--- config.mk ---
export PLATFORM = sky130hd
export DESIGN_NAME = xfer_engine
export DESIGN_NICKNAME = d
export VERILOG_FILES = /design/src/rtl/xfer_pkg.sv /design/src/rtl/xfer_cmd_buf.sv /design/src/rtl/xfer_rsp_buf.sv /design/src/rtl/xfer_engine.sv
export SDC_FILE = /design/constraint.sdc
export NUM_CORES = 2
export LEC_CHECK = 0
export BUFFER_PORTS_ARGS = -buffer_cell sky130_fd_sc_hd__buf_2
export CORE_MARGIN = 3
export CORE_UTILIZATION = 62
export DETAILED_ROUTE_END_ITERATION = 8
export GPL_TIMING_DRIVEN = 1
export HOLD_SLACK_MARGIN = 0.02
export MAX_ROUTING_LAYER = met4
export PLACE_DENSITY = 0.78
export SLEW_MARGIN = 20
export SYNTH_ARGS = -nofsm -noshare
export SYNTH_HDL_FRONTEND = slang
export SYNTH_SLANG_ARGS = --single-unit
--- constraint.sdc ---
create_clock -name clk_i -period 6.6 [get_ports clk_i]
set_clock_uncertainty 0.05 [all_clocks]
set_input_delay 0.99 -clock clk_i [delete_from_list [all_inputs] [get_ports clk_i]]
set_output_delay 0.99 -clock clk_i [all_outputs]
set_load 0.05 [all_outputs]
--- src/rtl/xfer_pkg.sv ---
package xfer_pkg;
  typedef enum logic [2:0] {
    ST_IDLE  = 3'd0,
    ST_READY = 3'd1,
    ST_RECV  = 3'd2,
    ST_EXEC  = 3'd3,
    ST_DONE  = 3'd4
  } xfer_state_e;

  localparam int unsigned STS_VALID = 7;
  localparam int unsigned STS_CRDY  = 6;
  localparam int unsigned STS_GO    = 5;
  localparam int unsigned STS_DAV   = 4;
  localparam int unsigned STS_EXP   = 3;
  localparam int unsigned STS_RETRY = 1;
  localparam int unsigned HDR_BYTES = 6;   // length field ends at byte 5
endpackage

--- src/rtl/xfer_cmd_buf.sv ---
module xfer_cmd_buf #(
  parameter int unsigned DEPTH = 320,
  localparam int unsigned AW = $clog2(DEPTH),
  localparam int unsigned CW = $clog2(DEPTH + 1)
) (
  input  logic          clk_i,
  input  logic          rst_ni,
  input  logic          clr_i,
  input  logic          push_i,
  input  logic [7:0]    byte_i,
  output logic [CW-1:0] woff_o,
  output logic          full_o,
  output logic [31:0]   len_now_o,
  input  logic [CW-1:0] rd_addr_i,
  output logic [7:0]    rd_data_o
);
  logic [7:0]    mem_q [DEPTH];
  logic [CW-1:0] woff_q;
  logic [31:0]   len_q;
  logic          in_hdr;

  assign in_hdr = (woff_q >= CW'(2)) && (woff_q <= CW'(5));

  always_ff @(posedge clk_i or negedge rst_ni) begin
    if (!rst_ni) begin
      woff_q <= '0;
      len_q  <= '0;
    end else if (clr_i) begin
      woff_q <= '0;
      len_q  <= '0;
    end else if (push_i && !full_o) begin
      woff_q <= woff_q + 1'b1;
      if (in_hdr) len_q <= {len_q[23:0], byte_i};
    end
  end

  always_ff @(posedge clk_i) begin
    if (push_i && !full_o) mem_q[woff_q[AW-1:0]] <= byte_i;
  end

  // length including a byte that completes the field this cycle
  assign len_now_o = (push_i && woff_q == CW'(5)) ? {len_q[23:0], byte_i} : len_q;
  assign woff_o    = woff_q;
  assign full_o    = (32'(woff_q) >= DEPTH);
  assign rd_data_o = (32'(rd_addr_i) < DEPTH) ? mem_q[rd_addr_i[AW-1:0]] : 8'hFF;
endmodule

--- src/rtl/xfer_rsp_buf.sv ---
module xfer_rsp_buf #(
  parameter int unsigned DEPTH = 64,
  localparam int unsigned AW = $clog2(DEPTH),
  localparam int unsigned OW = $clog2(DEPTH + 1)
) (
  input  logic          clk_i,
  input  logic          rst_ni,
  input  logic          we_i,
  input  logic [AW-1:0] waddr_i,
  input  logic [7:0]    wdata_i,
  input  logic          clr_i,
  input  logic          pop_i,
  output logic [OW-1:0] roff_o,
  output logic [OW-1:0] len_o,
  output logic [7:0]    byte_o,
  output logic          last_o
);
  logic [7:0]    mem_q [DEPTH];
  logic [OW-1:0] roff_q;
  logic [31:0]   len_raw_q;

  always_ff @(posedge clk_i) begin
    if (we_i) mem_q[waddr_i] <= wdata_i;
  end

  always_ff @(posedge clk_i or negedge rst_ni) begin
    if (!rst_ni) begin
      len_raw_q <= '0;
    end else if (we_i && waddr_i >= AW'(2) && waddr_i <= AW'(5)) begin
      len_raw_q[8*(5 - int'(waddr_i)) +: 8] <= wdata_i;
    end
  end

  always_ff @(posedge clk_i or negedge rst_ni) begin
    if (!rst_ni)     roff_q <= '0;
    else if (clr_i)  roff_q <= '0;
    else if (pop_i)  roff_q <= roff_q + 1'b1;
  end

  assign len_o  = (len_raw_q > DEPTH) ? OW'(DEPTH) : OW'(len_raw_q);
  assign byte_o = (32'(roff_q) < DEPTH) ? mem_q[roff_q[AW-1:0]] : 8'hFF;
  assign last_o = ({1'b0, roff_q} + 1'b1) >= {1'b0, len_o};
  assign roff_o = roff_q;
endmodule

--- src/rtl/xfer_engine.sv ---
module xfer_engine
  import xfer_pkg::*;
#(
  parameter int unsigned CMD_DEPTH = 320,
  parameter int unsigned RSP_DEPTH = 64,
  localparam int unsigned CW = $clog2(CMD_DEPTH + 1),
  localparam int unsigned RW = $clog2(RSP_DEPTH)
) (
  input  logic          clk_i,
  input  logic          rst_ni,
  input  logic          acc_i,
  input  logic          wr_i,
  input  logic          sel_fifo_i,
  input  logic          byte_acc_i,
  input  logic [7:0]    wdata_i,
  output logic [31:0]   rdata_o,
  output logic          start_o,
  output logic          cancel_o,
  output logic [CW-1:0] cmd_len_o,
  input  logic [CW-1:0] cmd_raddr_i,
  output logic [7:0]    cmd_rdata_o,
  input  logic          rsp_we_i,
  input  logic [RW-1:0] rsp_waddr_i,
  input  logic [7:0]    rsp_wdata_i,
  input  logic          done_i,
  output logic          cmd_ready_evt_o,
  output logic          data_avail_evt_o,
  output logic          sts_valid_evt_o
);
  localparam int unsigned OW = $clog2(RSP_DEPTH + 1);

  xfer_state_e st_q, st_n;
  logic valid_q, crdy_q, dav_q, exp_q, abort_q;
  logic valid_n, crdy_n, dav_n, exp_n, abort_n;
  logic start_n, cancel_n, ev_cr_n, ev_da_n, ev_sv_n;
  logic cmd_clr, rsp_clr, push, pop;

  logic [CW-1:0] woff;
  logic [CW:0]   wcnt;
  logic          cmd_full;
  logic [31:0]   len_now;
  logic [OW-1:0] roff, rsp_len;
  logic [7:0]    rsp_byte;
  logic          rsp_last;

  logic wr_sts, wr_fifo, rd_fifo, one_cmd, do_crdy, do_go, do_retry;
  logic [15:0] burst, burst_raw;
  logic [7:0]  sts_byte;

  xfer_cmd_buf #(.DEPTH(CMD_DEPTH)) u_cmd (
    .clk_i, .rst_ni, .clr_i(cmd_clr), .push_i(push), .byte_i(wdata_i),
    .woff_o(woff), .full_o(cmd_full), .len_now_o(len_now),
    .rd_addr_i(cmd_raddr_i), .rd_data_o(cmd_rdata_o)
  );

  xfer_rsp_buf #(.DEPTH(RSP_DEPTH)) u_rsp (
    .clk_i, .rst_ni, .we_i(rsp_we_i), .waddr_i(rsp_waddr_i), .wdata_i(rsp_wdata_i),
    .clr_i(rsp_clr), .pop_i(pop), .roff_o(roff), .len_o(rsp_len),
    .byte_o(rsp_byte), .last_o(rsp_last)
  );

  assign wr_sts   = acc_i & wr_i & ~sel_fifo_i;
  assign wr_fifo  = acc_i & wr_i & sel_fifo_i;
  assign rd_fifo  = acc_i & ~wr_i & sel_fifo_i;
  assign one_cmd  = $onehot({wdata_i[STS_CRDY], wdata_i[STS_GO], wdata_i[STS_RETRY]});
  assign do_crdy  = wr_sts & one_cmd & wdata_i[STS_CRDY];
  assign do_go    = wr_sts & one_cmd & wdata_i[STS_GO];
  assign do_retry = wr_sts & one_cmd & wdata_i[STS_RETRY];
  assign wcnt     = {1'b0, woff} + 1'b1;

  always_comb begin
    st_n = st_q;
    {valid_n, crdy_n, dav_n, exp_n} = {valid_q, crdy_q, dav_q, exp_q};
    abort_n = abort_q;
    {cmd_clr, rsp_clr, push, pop} = '0;
    {start_n, cancel_n, ev_cr_n, ev_da_n, ev_sv_n} = '0;
    unique case (st_q)
      ST_IDLE: begin
        if (do_crdy) begin
          st_n = ST_READY; crdy_n = 1'b1; ev_cr_n = 1'b1;
        end
      end
      ST_READY, ST_RECV: begin
        if (do_crdy) begin
          cmd_clr = 1'b1; rsp_clr = 1'b1;
          if (st_q == ST_RECV) begin   // immediate abort, nothing running
            st_n = ST_READY;
            {valid_n, crdy_n, dav_n, exp_n} = 4'b0100;
            ev_cr_n = 1'b1;
          end
        end else if (do_go) begin
          if (st_q == ST_RECV && !exp_q) begin
            st_n = ST_EXEC; start_n = 1'b1;
          end
        end else if (wr_fifo) begin
          if (st_q == ST_READY) begin
            st_n = ST_RECV; crdy_n = 1'b0; valid_n = 1'b1;
          end
          if (st_q == ST_READY || exp_q) begin
            if (cmd_full) exp_n = 1'b0;
            else begin
              push  = 1'b1;
              exp_n = (32'(wcnt) >= HDR_BYTES) ? (len_now > 32'(wcnt)) : 1'b1;
            end
          end
        end
      end
      ST_EXEC: begin
        if (done_i) begin
          cmd_clr = 1'b1; rsp_clr = 1'b1; abort_n = 1'b0;
          if (abort_q || do_crdy) begin
            st_n = ST_READY;
            {valid_n, crdy_n, dav_n, exp_n} = 4'b0100;
            ev_cr_n = 1'b1;
          end else begin
            st_n = ST_DONE;
            {valid_n, crdy_n, dav_n, exp_n} = 4'b1010;
            ev_da_n = 1'b1; ev_sv_n = 1'b1;
          end
        end else if (do_crdy && !abort_q) begin
          abort_n = 1'b1; cancel_n = 1'b1;
        end
      end
      ST_DONE: begin
        if (do_crdy) begin
          cmd_clr = 1'b1; rsp_clr = 1'b1; st_n = ST_READY;
          {valid_n, crdy_n, dav_n, exp_n} = 4'b0100;
          ev_cr_n = ~crdy_q;
        end else if (do_retry) begin
          rsp_clr = 1'b1;
          {valid_n, crdy_n, dav_n, exp_n} = 4'b1010;
        end else if (rd_fifo && dav_q) begin
          pop = 1'b1;
          if (rsp_last) begin
            dav_n = 1'b0; ev_sv_n = 1'b1;
          end
        end
      end
      default: st_n = ST_IDLE;
    endcase
  end

  always_ff @(posedge clk_i or negedge rst_ni) begin
    if (!rst_ni) begin
      st_q <= ST_IDLE;
      {valid_q, crdy_q, dav_q, exp_q, abort_q} <= '0;
      {start_o, cancel_o, cmd_ready_evt_o, data_avail_evt_o, sts_valid_evt_o} <= '0;
    end else begin
      st_q <= st_n;
      {valid_q, crdy_q, dav_q, exp_q, abort_q} <= {valid_n, crdy_n, dav_n, exp_n, abort_n};
      {start_o, cancel_o, cmd_ready_evt_o, data_avail_evt_o, sts_valid_evt_o}
        <= {start_n, cancel_n, ev_cr_n, ev_da_n, ev_sv_n};
    end
  end

  assign burst_raw = dav_q ? (16'(rsp_len) - 16'(roff)) : (16'(CMD_DEPTH) - 16'(woff));
  assign burst     = (byte_acc_i && burst_raw > 16'd255) ? 16'd255 : burst_raw;
  assign sts_byte  = {valid_q, crdy_q, 1'b0, dav_q, exp_q, 3'b000};

  always_comb begin
    if (!sel_fifo_i)                 rdata_o = {burst, 8'h00} | {24'h0, sts_byte};
    else if (st_q == ST_DONE && dav_q) rdata_o = {24'h0, rsp_byte};
    else                             rdata_o = 32'h0000_00FF;
  end

  assign cmd_len_o = woff;
endmodule

## Word level (Yosys, flattened, before mapping)

Memory sizes are Yosys's and may differ from the RTL's.
Index checks and enable logic that the tools add are counted.

| storage, ports and cells | value |
|---|---|
| memories kept | 2 |
| bits in writable memories | 3072 |
| logic and storage cells | 211 |
| input port bits | 39 |
| output and inout port bits | 54 |
| bits in registers | 93 |

| operators by class | value |
|---|---|
| bitwise operators | 13 |
| order comparisons | 12 |
| mux-type cells | 103 |
| equal/unequal tests | 22 |
| shifts and indexed selects | 2 |
| $add $sub $neg | 10 |
| reductions and logical operators | 32 |

Memory list:

| name | depth | width | read ports | clocked after memory_dff | write ports | line | source |
|---|---|---|---|---|---|---|---|
| u_cmd.mem_q | 320 | 8 | 1 | 0 | 1 | xfer_cmd_buf.sv:17 | `logic [7:0] mem_q [DEPTH];` |
| u_rsp.mem_q | 64 | 8 | 1 | 0 | 1 | xfer_rsp_buf.sv:18 | `logic [7:0] mem_q [DEPTH];` |

Operator list:

| operator | count |
|---|---|
| two-way mux 32 bit | 4 |
| two-way mux 1 bit | 69 |
| negator 32 -> 33 bit | 1 |
| variable shift 8 x 33 -> 32 bit, first input constant | 1 |
| indexed part select 8 x 33 -> 32 bit | 1 |
| bitwise mux 32 bit | 1 |
| greater-than comparator 32 x 10 -> 1 bit | 1 |
| greater-than comparator 32 x 7 -> 1 bit, second input constant | 1 |
| two-way mux 16 bit | 2 |
| two-way mux 3 bit | 9 |
| two-way mux 24 bit | 1 |
| two-way mux 8 bit | 3 |
| OR 24 x 8 -> 24 bit | 1 |
| two-way mux 7 bit | 3 |
| inequality test 4 bit, second input constant | 5 |
| two-way mux 9 bit | 2 |
| inequality test 3 bit, second input constant | 6 |
| greater-than comparator 16 x 8 -> 1 bit, second input constant | 1 |
| AND reduction 7 bit | 2 |
| case mux 1 bit (3 select lines) | 4 |
| AND reduction 6 bit | 2 |
| adder 9 x 1 -> 10 bit, second input constant | 1 |
| >= comparator 10 x 3 -> 1 bit, second input constant | 1 |
| logical AND 1 bit | 10 |
| 38 further kinds | 62 |

## Depth between registers and ports, before layout

| logic depth | value |
|---|---|
| depth in word-level cells | 18 |
| gate-level depth with buffers | 17 |
| mapped depth without buffers | 15 |

## By module

A second synthesis with hierarchy kept.

| second synthesis, totals | value |
|---|---|
| cells, all modules | 6337 |
| area total of the unflattened synthesis | 126231.1 µm² |

Modules (own cells, without submodules):

| module | seq. area each (µm²) | area each (µm²) | instances | cells each |
|---|---|---|---|---|
| xfer_cmd_buf | 77899.7 | 101791.4 | 1 | 4974 |
| xfer_rsp_buf | 16350.7 | 22281.4 | 1 | 1067 |
| xfer_engine | 325.3 | 2158.3 | 1 | 296 |

## Least setup slack after synthesis

Ideal clock, no wire load.

| path | value |
|---|---|
| kind | reg2out |
| start | register u_rsp.len_raw_q[30] |
| end | output port rdata_o[18] |
| arrival | 4.291 ns |
| cell stages (with the launch flop) | 16 |
| data required time | 5.560 ns |
| path buffers | 1 |
| slack | 1.269 ns |
| cell sequence | dfrtp_1 > nor4_1 > nand4_1 > nor3_1 > nand2_1 > inv_1 > ha_1 > nor2b_1 > o21ai_0 > a21boi_0 > o21ai_0 > a21boi_0 > o21ai_0 > a22oi_1 > nor3_1 > buf_4 |

| on the way | value |
|---|---|
| word-level cells in the longest chain between the ends | 9 |

Ends and longest elaborated chain:

| what | line | source |
|---|---|---|
| start, declared | xfer_rsp_buf.sv:20 | `logic [31:0] len_raw_q;` |
| start signal, assigned by index | xfer_rsp_buf.sv:30 | `len_raw_q[8*(5 - int'(waddr_i)) +: 8] <= wdata_i;` |
| greater-than comparator 32 x 7 -> 1 bit (*) | xfer_rsp_buf.sv:40 | `assign len_o = (len_raw_q > DEPTH) ? OW'(DEPTH) : OW'(len_raw_q);` |
| two-way mux 7 bit (*) | xfer_rsp_buf.sv:40 |  |
| subtractor 7 x 7 -> 8 bit (*) | xfer_engine.sv:156 | `assign burst_raw = dav_q ? (16'(rsp_len) - 16'(roff)) : (16'(CMD_DEPTH) - 16'(woff));` |
| two-way mux 16 bit (*) | xfer_engine.sv:156 |  |
| greater-than comparator 16 x 8 -> 1 bit | xfer_engine.sv:157 | `assign burst = (byte_acc_i && burst_raw > 16'd255) ? 16'd255 : burst_raw;` |
| logical AND 1 bit | xfer_engine.sv:157 |  |
| two-way mux 16 bit (*) | xfer_engine.sv:157 |  |
| OR 24 x 8 -> 24 bit (*) | xfer_engine.sv:161 | `if (!sel_fifo_i) rdata_o = {burst, 8'h00} \| {24'h0, sts_byte};` |
| two-way mux 24 bit (*) | xfer_engine.sv:161 |  |
| end, declared | xfer_engine.sv:16 | `output logic [31:0] rdata_o,` |

Mark *: on every way between the ends. The rest lies on a longest branch, timed or not.

## Final worst setup path

| path | value |
|---|---|
| start | input port cmd_raddr_i[0] |
| end | output port cmd_rdata_o[0] |

| on the way | value |
|---|---|
| word-level cells in the longest chain between the ends | 2 |
| elaborated cells on any way between the ends | 3 |

Ends and longest elaborated chain:

| what | line | source |
|---|---|---|
| start, declared | xfer_engine.sv:20 | `input logic [CW-1:0] cmd_raddr_i,` |
| memory read (320 x 8 bit) or less-than comparator 9 bit (tied branches) | n/a |  |
| two-way mux 8 bit (*) | xfer_cmd_buf.sv:45 | `assign rd_data_o = (32'(rd_addr_i) < DEPTH) ? mem_q[rd_addr_i[AW-1:0]] : 8'hFF;` |
| end, declared | xfer_engine.sv:21 | `output logic [7:0] cmd_rdata_o,` |

Marked as above.

==> flow_summary_export.csv <==
group,metric,value,unit
cells_and_area,fillers,11400,
worst_hold_path,worstHoldStart,"done_i",
sta,finalCritPeriodShare,0.921,
yosys,postSynthAreaPerCell,19.5,um2
yosys,syn_area,0.126,mm2
cells_and_area,finalNetCount,6876,
worst_setup_path,cp_common_cell,"buf_12",
floorplan,io_pins,93,
cts,clockRootBuffer,"clkbuf_16",
sta,setup_viol,0,
yosys,syn_inst,6456,
drt,drtIter0Drc,11500,
yosys,seq_area_frac_synth,0.753,
cells_and_area,syn2layout_area_growth,11.8,%
run,drv_cap,0,
pwr,p_int,33.1,mW
worst_setup_path,critPathMaxStageDelay,0.55,ns
sta,tns,0,ns
cts,htreeDepth,5,
placement,io_buffers,84,
sta,fin_crit,6.08,ns
pwr,power_switching,9.40,mW
drt,first_pass_iters,8,
yosys,async_flop_share,0.0294,
drt,via_count,69400,
cts,cts_sinks,3165,
sta,drv_slew,0,
cts,cts_made_buffers,323,
cts,cts_resized,0,
worst_setup_path,arrival,5.04,ns
yosys,synth_top_family_by_area,"multiplexers",
yosys,synth_mux_area_frac,0.151,
pwr,pwr-share-seq,0.522,
placement,place_congestion,0.905,
sta,max_slew.worst_pin.slew,1.31,ns
placement,dp_cells,9122,
sta,max_freq,165,MHz
cts,post_cts_buffers,0,
worst_setup_path,startpoint_type,"input port",
worst_setup_path,cp.required,5.56,ns
pwr,vdd_drop_max,0.000314,V
floorplan,dieArea,0.208,mm2
cells_and_area,drive_gt1_frac,0.230,
cts,post_cts_hold_buffer_count,1,
worst_setup_path,cp_top_family,"compound AO/OA/AOI/OAI gates",
floorplan,initial_core_util,0.626,
pwr,power_leakage,44.6,nW
yosys,synthSimpleGateAreaFrac,0.0389,
cts,clock_path_buffers,4,
pwr,combPwrFrac,0.063,
worst_hold_path,hold_path.class,"input port to register",
global_routing,gr-total-overflow,0,
worst_setup_path,criticalPathCategory,"input port to primary output",
cells_and_area,stdcell_count,9699,
yosys,ys_seq_elements,3165,
pwr,swShare,0.221,
drt,drc,0,
floorplan,dieWidth,456,um
sta,rsz0062_at_grt,"false",
cts,clk_latency,0.92,ns
floorplan,coreArea,0.200,mm2
worst_setup_path,end_kind,"primary output",
global_routing,grt_use_total,0.340,
run_status,status,"completed",
floorplan,die_h,456,um
worst_setup_path,startpoint,"cmd_raddr_i[0]",
global_routing,antenna_found_initial,17,
pwr,p_per_area,302,mW/mm2
drt,via_per_inst,7.16,
drt,drt-total-wl,343,mm
cts,clk_pin_slew,0.06,ns
cts,cts_tree,"built",
drt,ant_nets,0,
yosys,synth-xor-area-share,0.00251,
global_routing,grt_max_degree,206,
yosys,yosys.area_share.adder,0.00460,
sta,hold_viol_final,0,
floorplan,rows,164,
yosys,yosys_warnings,0,
worst_setup_path,path_max_fanout,23,
yosys,synth_cell_types,77,
sta,slew_headroom,0.129,
drt,wl_per_cell,35.3,um
worst_setup_path,path_buf_inv,5,
yosys,ys.flop_type,"edfxtp_1",
global_routing,first_global_vias,68500,
worst_setup_path,crit_chain,"buf_8, buf_12, buf_12, buf_4, mux4_2, a22o_1, a221oi_1, o22ai_1, nor3_1, o21ai_0, o22a_1, buf_2",
worst_setup_path,r2r_start,"st_q[0]",
placement,dp_hpwl,200,mm
worst_setup_path,slowest_stage,"mux4_2",
yosys,synth_compound_area_frac,0.0334,
yosys,synth-edff-count,3072,
global_routing,grt_pass1_wl,493,mm
pwr,power_frac_clock,0.414,
-- cell families after synthesis --
family                   Yosys count
XOR/XNOR                          36
flip-flops                      3165
buffers and inverters            438
multiplexers                    1011
AND/OR/NAND/NOR                 1138
AO/OA/AOI/OAI                    622
adder cells (fa/ha/maj)           45
other                              1
-- state kept, by name, indices dropped and copies added (netlist names) --
register and count:
crdy_q 1, u_cmd.mem_q 2560, dav_q 1, u_rsp.len_raw_q 32, valid_q 1, cmd_ready_evt_o 1, exp_q 1, st_q 3
start_o 1, data_avail_evt_o 1, cancel_o 1, abort_q 1, u_rsp.mem_q 512, u_cmd.len_q 32, u_rsp.roff_o 7, u_cmd.woff_o 9
sts_valid_evt_o 1
-- layer usage --
metal | track usage | up-vias | part of all wire
li1 | - | 27100 | -
met1 | 0.437 | 35400 | 0.33
met2 | 0.517 | 5802 | 0.48
met3 | 0.0767 | 1151 | 0.12
met4 | 0.174 | 0 | 0.060
met5 | - | - | 0
-- path summary, 6_finish.rpt --
check	depth (start not counted)	end	slack (ns)
min in group asynchronous	2	u_rsp.len_raw_q[12]	0.41
max in group asynchronous	3	u_rsp.roff_o[0]	5.09
worst max register to register	16	exp_q	1.78
worst max-delay path	12	cmd_rdata_o[0]	0.52
worst min-delay path	2	cancel_o	0.29
worst min register to register	2	u_rsp.len_raw_q[27]	0.44
-- cells in the final DEF, fill, tap and decap left out, types with 78 or more instances in the layout --
master / n
a21oi_1: 111
buf_4: 290
clkbuf_16: 326
dfrtp_1: 91
edfxtp_1: 3072
mux2i_1: 276
mux4_2: 702
nand2_1: 338
nor2_1: 499
nor3_1: 78
o21ai_0: 114
o22ai_1: 92
-- cells in the mapped netlist, drive strengths merged (10+ instances only) --
master   number  area share
ha           43      0.0043
and2         13     0.00065
nor3         78      0.0031
and3         22      0.0011
inv          35      0.0010
a31oi        36      0.0018
a22oi        30      0.0018
a22o         12     0.00084
buf         202      0.0097
o21ai       116      0.0046
clkbuf      197      0.0059
nor4         29      0.0014
mux2         33      0.0030
mux2i       276       0.022
nor2b        15     0.00075
a211oi       20      0.0012
nand4        21      0.0010
dfrtp        93       0.019
nand3        52      0.0021
a2111oi      11     0.00077
nand2       350       0.010
o311ai       11     0.00077
xnor2        25      0.0017
xor2         11     0.00077
o21a         10     0.00060
a21oi       111      0.0044
nor2        502       0.015
edfxtp     3072        0.73
o221ai       73      0.0051
nand2b       14     0.00070
a221oi       17      0.0012
mux4        702        0.13
o22ai        93      0.0046
-- per-stage QoR --
stage          power, mW   util  worst slack [ns]  hold WS (ns)  area [um2]
3_5_place_dp        25.2  0.651             0.628         0.425      130000
6_report            42.5  0.700             0.523         0.290      140000
3_3_place_gp        25.1  0.650             0.661         0.414      130000
2_1_floorplan       24.1      -              1.27         0.400      126000
5_1_grt             43.4  0.700             0.140         0.267      140000
4_1_cts             42.5  0.700             0.546         0.228      140000
-- area by class of cell --
class,instances,area (um2),area share
Multi-Input combinational cell,2860,29000,0.207
Inverter,39,155,0.00110
Tap cell,2656,3320,0.0237
Clock inverter,166,1550,0.0110
Clock buffer,388,8390,0.0598
Sequential cell,3165,94600,0.674
Antenna cell,22,55.1,0.000392
Timing Repair Buffer,403,3340,0.0238
-- power by group through the flow --
stage / clock network (mW) / logic, mW / registers (mW)
4_1_cts: 17.7 / 2.65 / 22.2
3_5_place_dp: 0 / 2.61 / 22.6
5_1_grt: 18.4 / 2.79 / 22.2
3_3_place_gp: 0 / 2.55 / 22.6
2_1_floorplan: 0 / 1.52 / 22.6
6_report: 17.6 / 2.69 / 22.2
No activity file was read; power rests on OpenSTA's default activity.
